==> src/rtl/clkwd_pkg.sv <==
package clkwd_pkg;
  localparam int TO_W  = 5;
  localparam int FS_W  = 5;
  localparam int CFG_W = 3 + TO_W + FS_W;

  typedef struct packed {
    logic            en;
    logic            soft_en;
    logic            safe_mode;
    logic [TO_W-1:0] timeout;
    logic [FS_W-1:0] safe_sel;
  } cfg_t;
endpackage

==> src/rtl/clkwd_cfg.sv <==
module clkwd_cfg
  import clkwd_pkg::*;
#(
  parameter logic [TO_W-1:0] DEF_TO   = 5'd16,
  parameter logic [FS_W-1:0] DEF_SAFE = 5'd1
) (
  input  logic clk,
  input  logic rst,
  input  logic wr,
  input  cfg_t wdata,
  output cfg_t q
);
  always_ff @(posedge clk) begin
    if (rst) begin
      q.en        <= 1'b0;
      q.soft_en   <= 1'b0;
      q.safe_mode <= 1'b0;
      q.timeout   <= DEF_TO;
      q.safe_sel  <= DEF_SAFE;
    end else if (wr) begin
      q <= wdata;
    end
  end
endmodule

==> src/rtl/clkwd_timer.sv <==
module clkwd_timer
  import clkwd_pkg::*;
#(
  parameter logic [TO_W-1:0] DEF_TO = 5'd16
) (
  input  logic            clk,
  input  logic            rst,
  input  logic            tick,
  input  logic            kick,
  input  logic            wr,
  input  logic [TO_W-1:0] wr_timeout,
  input  logic            en,
  input  logic            soft_en,
  input  logic [TO_W-1:0] timeout,
  output logic            soft_q,
  output logic            hard_q,
  output logic            hard_evt
);
  logic [TO_W-1:0] cnt_q;
  logic            expire;
  logic            to_hard;

  // A count of 0 or 1 expires on the next tick
  always_comb begin
    expire   = en && !hard_q && !kick && tick && (cnt_q <= TO_W'(1));
    to_hard  = expire && !(soft_en && !soft_q);
    hard_evt = to_hard && !wr;
  end

  always_ff @(posedge clk) begin
    if (rst) begin
      cnt_q  <= DEF_TO;
      soft_q <= 1'b0;
      hard_q <= 1'b0;
    end else if (wr) begin
      cnt_q  <= wr_timeout;
      soft_q <= 1'b0;
      hard_q <= 1'b0;
    end else if (!en || hard_q || kick) begin
      cnt_q <= timeout;
    end else if (expire) begin
      if (to_hard) begin
        hard_q <= 1'b1;
      end else begin
        soft_q <= 1'b1;
        cnt_q  <= timeout;
      end
    end else if (tick) begin
      cnt_q <= cnt_q - TO_W'(1);
    end
  end

  assert_hard_on_tick_R3: assert property (@(posedge clk) disable iff (rst)
    $rose(hard_q) |-> $past(tick));
  assert_soft_on_tick_R5: assert property (@(posedge clk) disable iff (rst)
    $rose(soft_q) |-> $past(tick) && $past(soft_en));
  assert_hard_sticky_R10: assert property (@(posedge clk) disable iff (rst)
    $past(hard_q) && !$past(wr) |-> hard_q);
endmodule

==> src/rtl/clkwd_rstgen.sv <==
module clkwd_rstgen #(
  parameter int RST_TICKS = 4
) (
  input  logic clk,
  input  logic rst,
  input  logic tick,
  input  logic start,
  output logic rst_n_o
);
  localparam int CW = $clog2(RST_TICKS + 1);
  logic [CW-1:0] left_q;

  always_ff @(posedge clk) begin
    if (rst) begin
      left_q  <= '0;
      rst_n_o <= 1'b1;
    end else if (start) begin
      left_q  <= CW'(RST_TICKS);
      rst_n_o <= 1'b0;
    end else if (tick && left_q != '0) begin
      left_q <= left_q - CW'(1);
      if (left_q == CW'(1)) rst_n_o <= 1'b1;
    end
  end

  assert_fall_needs_start_R6: assert property (@(posedge clk) disable iff (rst)
    $fell(rst_n_o) |-> $past(start));
  assert_rise_on_tick_R6: assert property (@(posedge clk) disable iff (rst)
    $rose(rst_n_o) |-> $past(tick) && !$past(start));
endmodule

==> src/rtl/clkwd_guard.sv <==
module clkwd_guard
  import clkwd_pkg::*;
#(
  parameter int              RST_TICKS = 4,
  parameter logic [TO_W-1:0] DEF_TO    = 5'd16,
  parameter logic [FS_W-1:0] DEF_SAFE  = 5'd1
) (
  input  logic             clk,
  input  logic             rst,
  input  logic             tick,
  input  logic             kick,
  input  logic             cfg_wr,
  input  logic [CFG_W-1:0] cfg_wdata,
  output logic [CFG_W-1:0] cfg_rdata,
  input  logic             gear_rst_en,
  input  logic [FS_W-1:0]  fs_req,
  input  logic [FS_W-1:0]  fs_latched,
  output logic [FS_W-1:0]  fs_out,
  output logic             sys_rst_n,
  output logic             soft_alarm,
  output logic             hard_alarm
);
  cfg_t            cfg_q;
  cfg_t            wdata;
  logic            hard_evt;
  logic            gear_evt;
  logic [FS_W-1:0] safe_val;
  logic [FS_W-1:0] fs_q;
  logic [FS_W-1:0] req_q;

  assign wdata = cfg_t'(cfg_wdata);

  clkwd_cfg #(.DEF_TO(DEF_TO), .DEF_SAFE(DEF_SAFE)) u_cfg (
    .clk(clk), .rst(rst), .wr(cfg_wr), .wdata(wdata), .q(cfg_q)
  );

  clkwd_timer #(.DEF_TO(DEF_TO)) u_timer (
    .clk(clk), .rst(rst), .tick(tick), .kick(kick), .wr(cfg_wr),
    .wr_timeout(wdata.timeout), .en(cfg_q.en), .soft_en(cfg_q.soft_en),
    .timeout(cfg_q.timeout), .soft_q(soft_alarm), .hard_q(hard_alarm),
    .hard_evt(hard_evt)
  );

  clkwd_rstgen #(.RST_TICKS(RST_TICKS)) u_rstgen (
    .clk(clk), .rst(rst), .tick(tick), .start(hard_evt | gear_evt),
    .rst_n_o(sys_rst_n)
  );

  always_comb begin
    safe_val = cfg_q.safe_mode ? cfg_q.safe_sel : fs_latched;
    gear_evt = gear_rst_en && !hard_alarm && (fs_req != req_q);
  end

  always_ff @(posedge clk) begin
    if (rst) begin
      fs_q  <= fs_req;
      req_q <= fs_req;
    end else begin
      fs_q  <= hard_alarm ? safe_val : fs_req;
      req_q <= fs_req;
    end
  end

  assign fs_out    = fs_q;
  assign cfg_rdata = cfg_q;

  assert_safe_in_force_R7: assert property (@(posedge clk) disable iff (rst)
    hard_alarm && $past(hard_alarm) |-> fs_q == safe_val);
endmodule

==> config.mk <==
export PLATFORM = sky130hd
export DESIGN_NAME = clkwd_guard
export DESIGN_NICKNAME = d
export VERILOG_FILES = /design/src/rtl/clkwd_pkg.sv /design/src/rtl/clkwd_cfg.sv /design/src/rtl/clkwd_timer.sv /design/src/rtl/clkwd_rstgen.sv /design/src/rtl/clkwd_guard.sv
export SDC_FILE = /design/constraint.sdc
export NUM_CORES = 1
export LEC_CHECK = 0
export CORE_MARGIN = 1.5
export CORE_UTILIZATION = 35
export DETAILED_ROUTE_END_ITERATION = 12
export SETUP_SLACK_MARGIN = 0.1
export SKIP_CTS_REPAIR_TIMING = 1
export SLEW_MARGIN = 20
export SYNTH_ARGS = -nofsm -noshare
export SYNTH_HDL_FRONTEND = slang
export SYNTH_SLANG_ARGS = --single-unit
==> constraint.sdc <==
create_clock -name clk -period 5.3 [get_ports clk]
set_clock_uncertainty 0.1 [all_clocks]
set_input_delay 1.06 -clock clk [delete_from_list [all_inputs] [get_ports clk]]
set_output_delay 1.06 -clock clk [all_outputs]
set_load 0.02 [all_outputs]
# == After elaboration in Yosys (flattened, before gate mapping) ==
# Index checks and enable logic that the tools add are counted.
# totals
output_inout_bits,21
word_cells,63
reg_bits,34
in_bits,29
# classes
magnitude_cmp,1
reduce_logical,28
bitwise_logic,3
eq_ne,3
muxes,13
add_sub_neg,2
# ops
operator,count
$mux W5,8
$logic_and A1 B1 Y1,10
$logic_not A1 Y1,6
$mux W3,2
$reduce_and A3 Y1,2
$le A5 B1 Y1 const B,1
$ne A5 B5 Y1,1
$sub A5 B1 Y5 const B,1
$ne A4 B4 Y1 const B,1
$reduce_and A2 Y1,2
$reduce_bool A2 Y1,2
$reduce_bool A4 Y1,1
$reduce_or A2 Y1,2
$eq A3 B1 Y1 const B,1
$mux W1,3
$reduce_bool A3 Y1,1
$sub A3 B1 Y3 const B,1
$logic_or A1 B1 Y1,2
$not A1 Y1,2
$or A1 B1 Y1,1

# == Depth between registers and ports, before layout ==
# Gate-level depths: netlist of the first run.
# depth
word_depth,10
ltp_mapped,7
ltp_nobuf,6

# == Hierarchy ==
# Synthesis of the first run repeated with hierarchy kept, for this count alone.
# unflattened
hier_cells,170
hier_area_um2,1642.8
# by_module_without_submodules
module,area_per_inst_um2,seq_area_each_um2,instances,cells_each
clkwd_timer,561.8,140.1,1,69
clkwd_cfg,478.0,260.2,1,42
clkwd_guard,379.1,200.2,1,37
clkwd_rstgen,224.0,80.1,1,22

# == Worst setup path after synthesis of the first run ==
# OpenSTA, ideal clock, no wires.
# synth_path
kind,input to register
start,in kick
end,reg u_timer.cnt_q[1]
path_slack_ns,2.922
stages,4
n_path_buf,0
t_arrival_ns,2.187
cell_sequence,or3b_1 a21oi_2 mux2_1 a311oi_1
# synth_via
elab_chain_len,7
elab_cells_between_ends,12
cone_classes,eq/ne (1); mux (3); reduce/logical (8)
# synth_lines
item,line_no,text
start: declaration,clkwd_guard.sv:11,"input logic kick,"
$logic_not A1 Y1,clkwd_timer.sv:25,expire = en && !hard_q && !kick && tick && (cnt_q <= TO_W'(1));
$logic_and A1 B1 Y1 (3 in series),clkwd_timer.sv:25,
$logic_and A1 B1 Y1 / $mux W5 (equally long branches),"clkwd_timer.sv:26, clkwd_timer.sv:41",
$ne A4 B4 Y1 (no line) / $mux W5 (equally long branches),--,
$reduce_and A2 Y1 (no line) / $mux W5 (equally long branches),--,
end signal: assignment,clkwd_timer.sv:36,cnt_q <= wr_timeout;
end signal: assignment,clkwd_timer.sv:40,cnt_q <= timeout;
end signal: assignment,clkwd_timer.sv:46,cnt_q <= timeout;
end: declaration,clkwd_timer.sv:19,logic [TO_W-1:0] cnt_q;
# Several ways; a longest one is shown, not always the timed one.
# A chain may end at the register's enable or synchronous reset.

# == Final worst setup path of the first run ==
# layout_path
start,in cfg_wr
end,reg u_timer.cnt_q[2]
# layout_via
elab_chain_len,2
elab_cells_between_ends,4
cone_classes,eq/ne (1); mux (1); reduce/logical (2)
# layout_lines
item,line_no,text
start: declaration,clkwd_guard.sv:12,"input logic cfg_wr,"
$ne A4 B4 Y1 (no line) / $reduce_bool A4 Y1 (equally long branches),--,
$reduce_and A2 Y1 (no line),--,
# Several ways; a longest one is shown, not always the timed one.

==> flow_summary.yaml, run 1 <==
synth:
  yosysMostFrequentCell: "dfxtp_1"
  postSynthCellCount: 165
  yosys.cell_types.count: 39
  netlist_area_um2: 1550
  ys_seq_elements: 34
  synth_top_area_frac: 0.439
  yosysTopAreaCell: "dfxtp_1"
  ys_async_sr_fraction: 0
  syn_avg_cell_area_um2: 9.40
  synth_top_flop_cell: "dfxtp_1"
  ys_warn_count: 0
  synthTopCellsByCount: "dfxtp_1, nand2_1, mux2i_1, o21ai_0, nor2_1"
  yosys-top-cells-area: "dfxtp_1, mux2i_1, nand2_1, ha_1, o21ai_0"
  synth_edf_count: 0
  syn-num-nets: 199
  ys_seq_area_frac: 0.439
final_layout:
  layout-drive-gt1-share: 0.0514
  final_cell_count_no_fill: 266
  register_area_um2: 681
  n_fill_cell: 408
  fin_nets: 247
  antenna_cells: 0
  multi_input_area_um2: 801
  syn_to_final_growth_pct: 39.1
  fin_util: 0.499
grt:
  grt_pass1_vias: 1289
  grt_max_degree: 23
  grt_pass1_wl_um: 6210
  track_usage: 0.166
  antenna_found_initial: 0
  grt-ovfl-total: 0
detailed_routing:
  drt_wl_total_um: 3870
  wire_per_inst_um: 14.6
  vias: 1363
  first_pass_iters: 4
  drtAntennaViolNets: 0
  vias_per_cell: 5.12
  drc: 0
  drt_iter0_drc: 42
power:
  p_leak_nw: 0.827
  powerDensity_nw_per_um2: 271
  peakVddDrop_mv: 0.136
place:
  pre_cts_slack_ps: 1790
  gp_congestion: 0.865
  io_buffers: 49
  hpwl_um: 2840
  dpl.cell_count: 258
die:
  io_pins: 50
  die_y_um: 69.6
  dieWidth_um: 69.6
  rows: 24
  initial_utilization: 0.359
  die_area_um2: 4840
  core-area_um2: 4320
outcome:
  status: "finished clean"
sta:
  hold_violations: 0
  rsz0062_at_grt: "false"
  period_minus_slack_ps: 3300
  setup_viol_count_final: 0
  timing.setup.tns_ps: 0
  fin_ws_ps: 2000
  holdWs_ps: 386
  slew_viol_final: 0
  fmax_mhz: 303
  fin_crit_sh: 0.623
  slew_headroom: 0.388
  tightest_slew_ps: 916
setup_path:
  critPathCaptureType: "register"
  path_class: "primary input to register"
  cp-start-kind: "primary input"
  crit_arrival_ps: 3390
  crit_path_max_fanout: 21
  required_ps: 5390
clocking:
  cts_made_buffers: 5
  clock_sinks: 34
  clkTransAtPathRegs_ps: 70
  clock-root-buffer: "clkbuf_8"
  clock_latency_ps: 290
  cts_max_level: 2
  clockBufferDepth: 2
  cts_tree: "built"
hold_path:
  min_path_type: "register to register"
run:
  max-cap-violations: 0
[state kept, by name (all words and copies together) (netlist names)]
register / cells
u_timer.soft_q: 1
u_timer.cnt_q: 5
u_timer.hard_q: 1
req_q: 5
u_cfg.q: 13
u_rstgen.left_q: 3
fs_out: 5
u_rstgen.rst_n_o: 1
[metrics by stage]
| stage | cell area (um^2) | total power, mW |
|---|---|---|
| 4_1_cts | 2160 | 0.589 |
| 2_1_floorplan | 1550 | 0.343 |
| 6_report | 2160 | 0.584 |
| 5_1_grt | 2160 | 0.614 |
| 3_3_place_gp | 2070 | 0.391 |
| 3_5_place_dp | 2070 | 0.393 |
[layer usage]
| layer | share of wire | GRT usage | up-vias |
|---|---|---|---|
| met1 | 0.47 | 0.220 | 645 |
| met3 | 0.043 | 0.0451 | 4 |
| met2 | 0.47 | 0.252 | 35 |
| met4 | 0.016 | 0.0784 | 0 |
| li1 | - | - | 679 |
| met5 | 0 | 0 | - |
[report_power, final]
group | leakage [nW] | total (mW) | internal (mW) | switching (mW)
Sequential | 0.282 | 0.283 | 0.270 | 0.0124
Combinational | 0.497 | 0.105 | 0.0565 | 0.0488
Clock | 0.0482 | 0.196 | 0.105 | 0.0912
[critical path: stages]
cell,delay (ps)
clkdlybuf4s50_1,880
nor4b_1,640
and4_1,400
nor2_1,120
a311oi_1,280
[placed cells by master, fill, tap and decap left out, drive strengths merged, types with 2 or more instances in the layout]
cell,n
nor4,2
nand2b,2
a31oi,6
clkdlybuf4s50,49
a21oi,9
mux2i,14
nor3,6
nand2,19
xnor2,4
nor2,9
inv,8
nand4,2
ha,5
mux2,3
dfxtp,34
xor2,5
nor3b,2
o21ai,10
nor4b,2
clkbuf,7
a311oi,3
[final timing paths]
kind	from	endpoint	slack [ps]	depth (start not counted)
setup reg to reg	u_timer.cnt_q[1]$_SDFFE_PP0P_	u_timer.cnt_q[0]$_SDFFE_PP0P_	3280	6
setup / recovery	cfg_wr	u_timer.cnt_q[2]$_SDFFE_PP0P_	2000	5
hold / removal	u_cfg.q[6]$_SDFFE_PP0P_	u_cfg.q[6]$_SDFFE_PP0P_	390	2
hold reg to reg	u_cfg.q[6]$_SDFFE_PP0P_	u_cfg.q[6]$_SDFFE_PP0P_	390	2
[area by class of cell]
type                    instances  share of cell area
clock buffers                   7              0.0400
clock inverters                 1             0.00232
inverters                       8              0.0139
multi-input cells             115               0.371
flip-flops and latches         34               0.315
well taps                      52              0.0301
repair buffers                 49               0.227
[cell families (layout without fill, tap and decap cells)]
group | Yosys count | count (layout) | synth area share
AND/OR/NAND/NOR | 50 | 50 | 0.176
AO/OA/AOI/OAI | 34 | 34 | 0.137
multiplexers | 17 | 17 | 0.112
adder cells (fa/ha/maj) | 5 | 5 | 0.0403
buffers and inverters | 16 | 65 | 0.0452
XOR/XNOR | 9 | 9 | 0.0508
flip-flops | 34 | 34 | 0.439
No activity file was read; power rests on OpenSTA's default activity.
==> run 2: changes to the inputs <==
==> constraint.sdc (replaced) <==
create_clock -name clk -period 3.2 [get_ports clk]
set_clock_uncertainty 0.1 [all_clocks]
set_input_delay 0.64 -clock clk [delete_from_list [all_inputs] [get_ports clk]]
set_output_delay 0.64 -clock clk [all_outputs]
set_load 0.02 [all_outputs]
==> flow_summary.yaml, run 2 (synthesized netlist as in run 1, its figures left out) <==
setup_path:
  rr_worst_depth: 6
  cp-start-kind: "primary input"
  cpMaxStageDelayCell: "clkdlybuf4s50_1"
  rrSetupSlack_ps: 1250
  cp_cell_sequence: "clkdlybuf4s50_1 > or3b_1 > a21oi_2 > mux2_1 > a311oi_1"
  slowest_delay_ps: 440
  required_ps: 3290
  path_class: "primary input to register"
  critPathCaptureType: "register"
  rr_startpoint: "u_timer.cnt_q[1]$_SDFFE_PP0P_"
  crit_path_max_fanout: 4
  crit_arrival_ps: 2340
  r2r-end: "u_timer.cnt_q[0]$_SDFFE_PP0P_"
place:
  pre_cts_slack_ps: 624
  hpwl_um: 2980
  gp_congestion: 0.879
  io_buffers: 49
  place_area_um2: 2090
outcome:
  status: "finished clean"
sta:
  fin_ws_ps: 949
  fmax_mhz: 444
  timing.setup.tns_ps: 0
  hold_violations: 0
  period_minus_slack_ps: 2250
  tightest_slew_ps: 522
  fin_crit_sh: 0.704
  slew_viol_final: 0
  rsz0062_at_grt: "false"
  slew_headroom: 0.650
  holdWs_ps: 388
  setup_viol_count_final: 0
die:
  io_pins: 50
  dieWidth_um: 69.6
  rows: 24
  die_area_um2: 4840
  die_y_um: 69.6
  core-area_um2: 4320
  initial_utilization: 0.359
power:
  switching_share: 0.265
  p_int_mw: 0.716
  switchingPower_mw: 0.258
  pwr-share-clk: 0.338
  p_leak_nw: 0.841
  powerDensity_nw_per_um2: 446
  seqPwrFrac: 0.481
  p_comb_frac: 0.181
  peakVddDrop_mv: 0.301
detailed_routing:
  vias_per_cell: 5.11
  wire_per_inst_um: 14.5
  drtAntennaViolNets: 0
  first_pass_iters: 4
  drt_wl_total_um: 3890
  vias: 1375
  drt_iter0_drc: 72
  drc: 0
final_layout:
  final_cell_mix: "clkdlybuf4s50_1, dfxtp_1, nand2_1, mux2i_1, o21ai_0"
  final_common_cell: "clkdlybuf4s50_1"
  layout-drive-gt1-share: 0.0691
  fin_nets: 250
  fin_area_um2: 2180
  largest_reg_flops: 13
  regMostFlops: "u_cfg.q"
  antenna_cells: 0
  fin_util: 0.505
  syn_to_final_growth_pct: 40.8
clocking:
  clock_sinks: 34
  cts_max_level: 2
  clockBufferDepth: 2
  clock-root-buffer: "clkbuf_8"
  cts_made_buffers: 5
  clock_latency_ps: 290
  clkTransAtPathRegs_ps: 70
  cts_tree: "built"
hold_path:
  holdPathStages: 2
  min_to: "u_cfg.q[6]$_SDFFE_PP0P_"
  min_path_type: "register to register"
  hp-start: "u_cfg.q[6]$_SDFFE_PP0P_"
grt:
  met1_usage: 0.210
  grt-ovfl-total: 0
  antenna_found_initial: 0
  top_usage_layer: "met2"
  grt_max_degree: 23
  grt_pass1_vias: 1344
  grtUsageMet2: 0.272
  grt_pass1_wl_um: 6330
  track_usage: 0.165
  gr-usage-met3: 0.0363
run:
  max-cap-violations: 0
run 2: per-layer routing:
layer	part of all wire	wire length, um
met4	0.012	45
met1	0.46	1780
met3	0.048	188
met2	0.48	1880
met5	0	0
run 2: worst max-delay path: cells and delay by family:
kind	cells	cell delay [ps]
compound gates	2	510
buf+inv	1	440
mux	1	350
simple gates	1	400
run 2: through the flow:
| stage | instances | total power [mW] |
|---|---|---|
| floorplan | 165 | 0.568 |
| global placement | 261 | 0.649 |
| detailed placement | 261 | 0.654 |
| CTS | 269 | 0.984 |
| global route | 269 | 1.02 |
| finish | 269 | 0.974 |
run 2: power by group through the flow:
stage	Combinational [mW]	Sequential [mW]	Clock, mW
4_1_cts	0.177	0.468	0.338
2_1_floorplan	0.0807	0.487	0
3_3_place_gp	0.172	0.477	0
5_1_grt	0.192	0.471	0.362
3_5_place_dp	0.176	0.478	0
6_report	0.176	0.468	0.329
run 2: worst max-delay path by stage:
stage,startpoint,to,slack [ps],cells past startpoint
floorplan,kick,u_timer.cnt_q[1]$_SDFFE_PP0P_,1240,4
detailed placement,kick,u_timer.cnt_q[2]$_SDFFE_PP0P_,620,5
finish,kick,u_timer.cnt_q[2]$_SDFFE_PP0P_,950,5
CTS,kick,u_timer.cnt_q[2]$_SDFFE_PP0P_,930,5
global placement,kick,u_timer.cnt_q[2]$_SDFFE_PP0P_,690,5
global route,cfg_wr,u_timer.cnt_q[2]$_SDFFE_PP0P_,880,5
run 2: cell type report:
cell class                 count  area (um^2)
multi-input combinational    115          801
sequential                    34          681
timing repair buffer          52          513
inverter                       8         30.0
clock inverter                 2         12.5
tap                           52         65.1
fill                         415         2140
clock buffer                   6         82.6
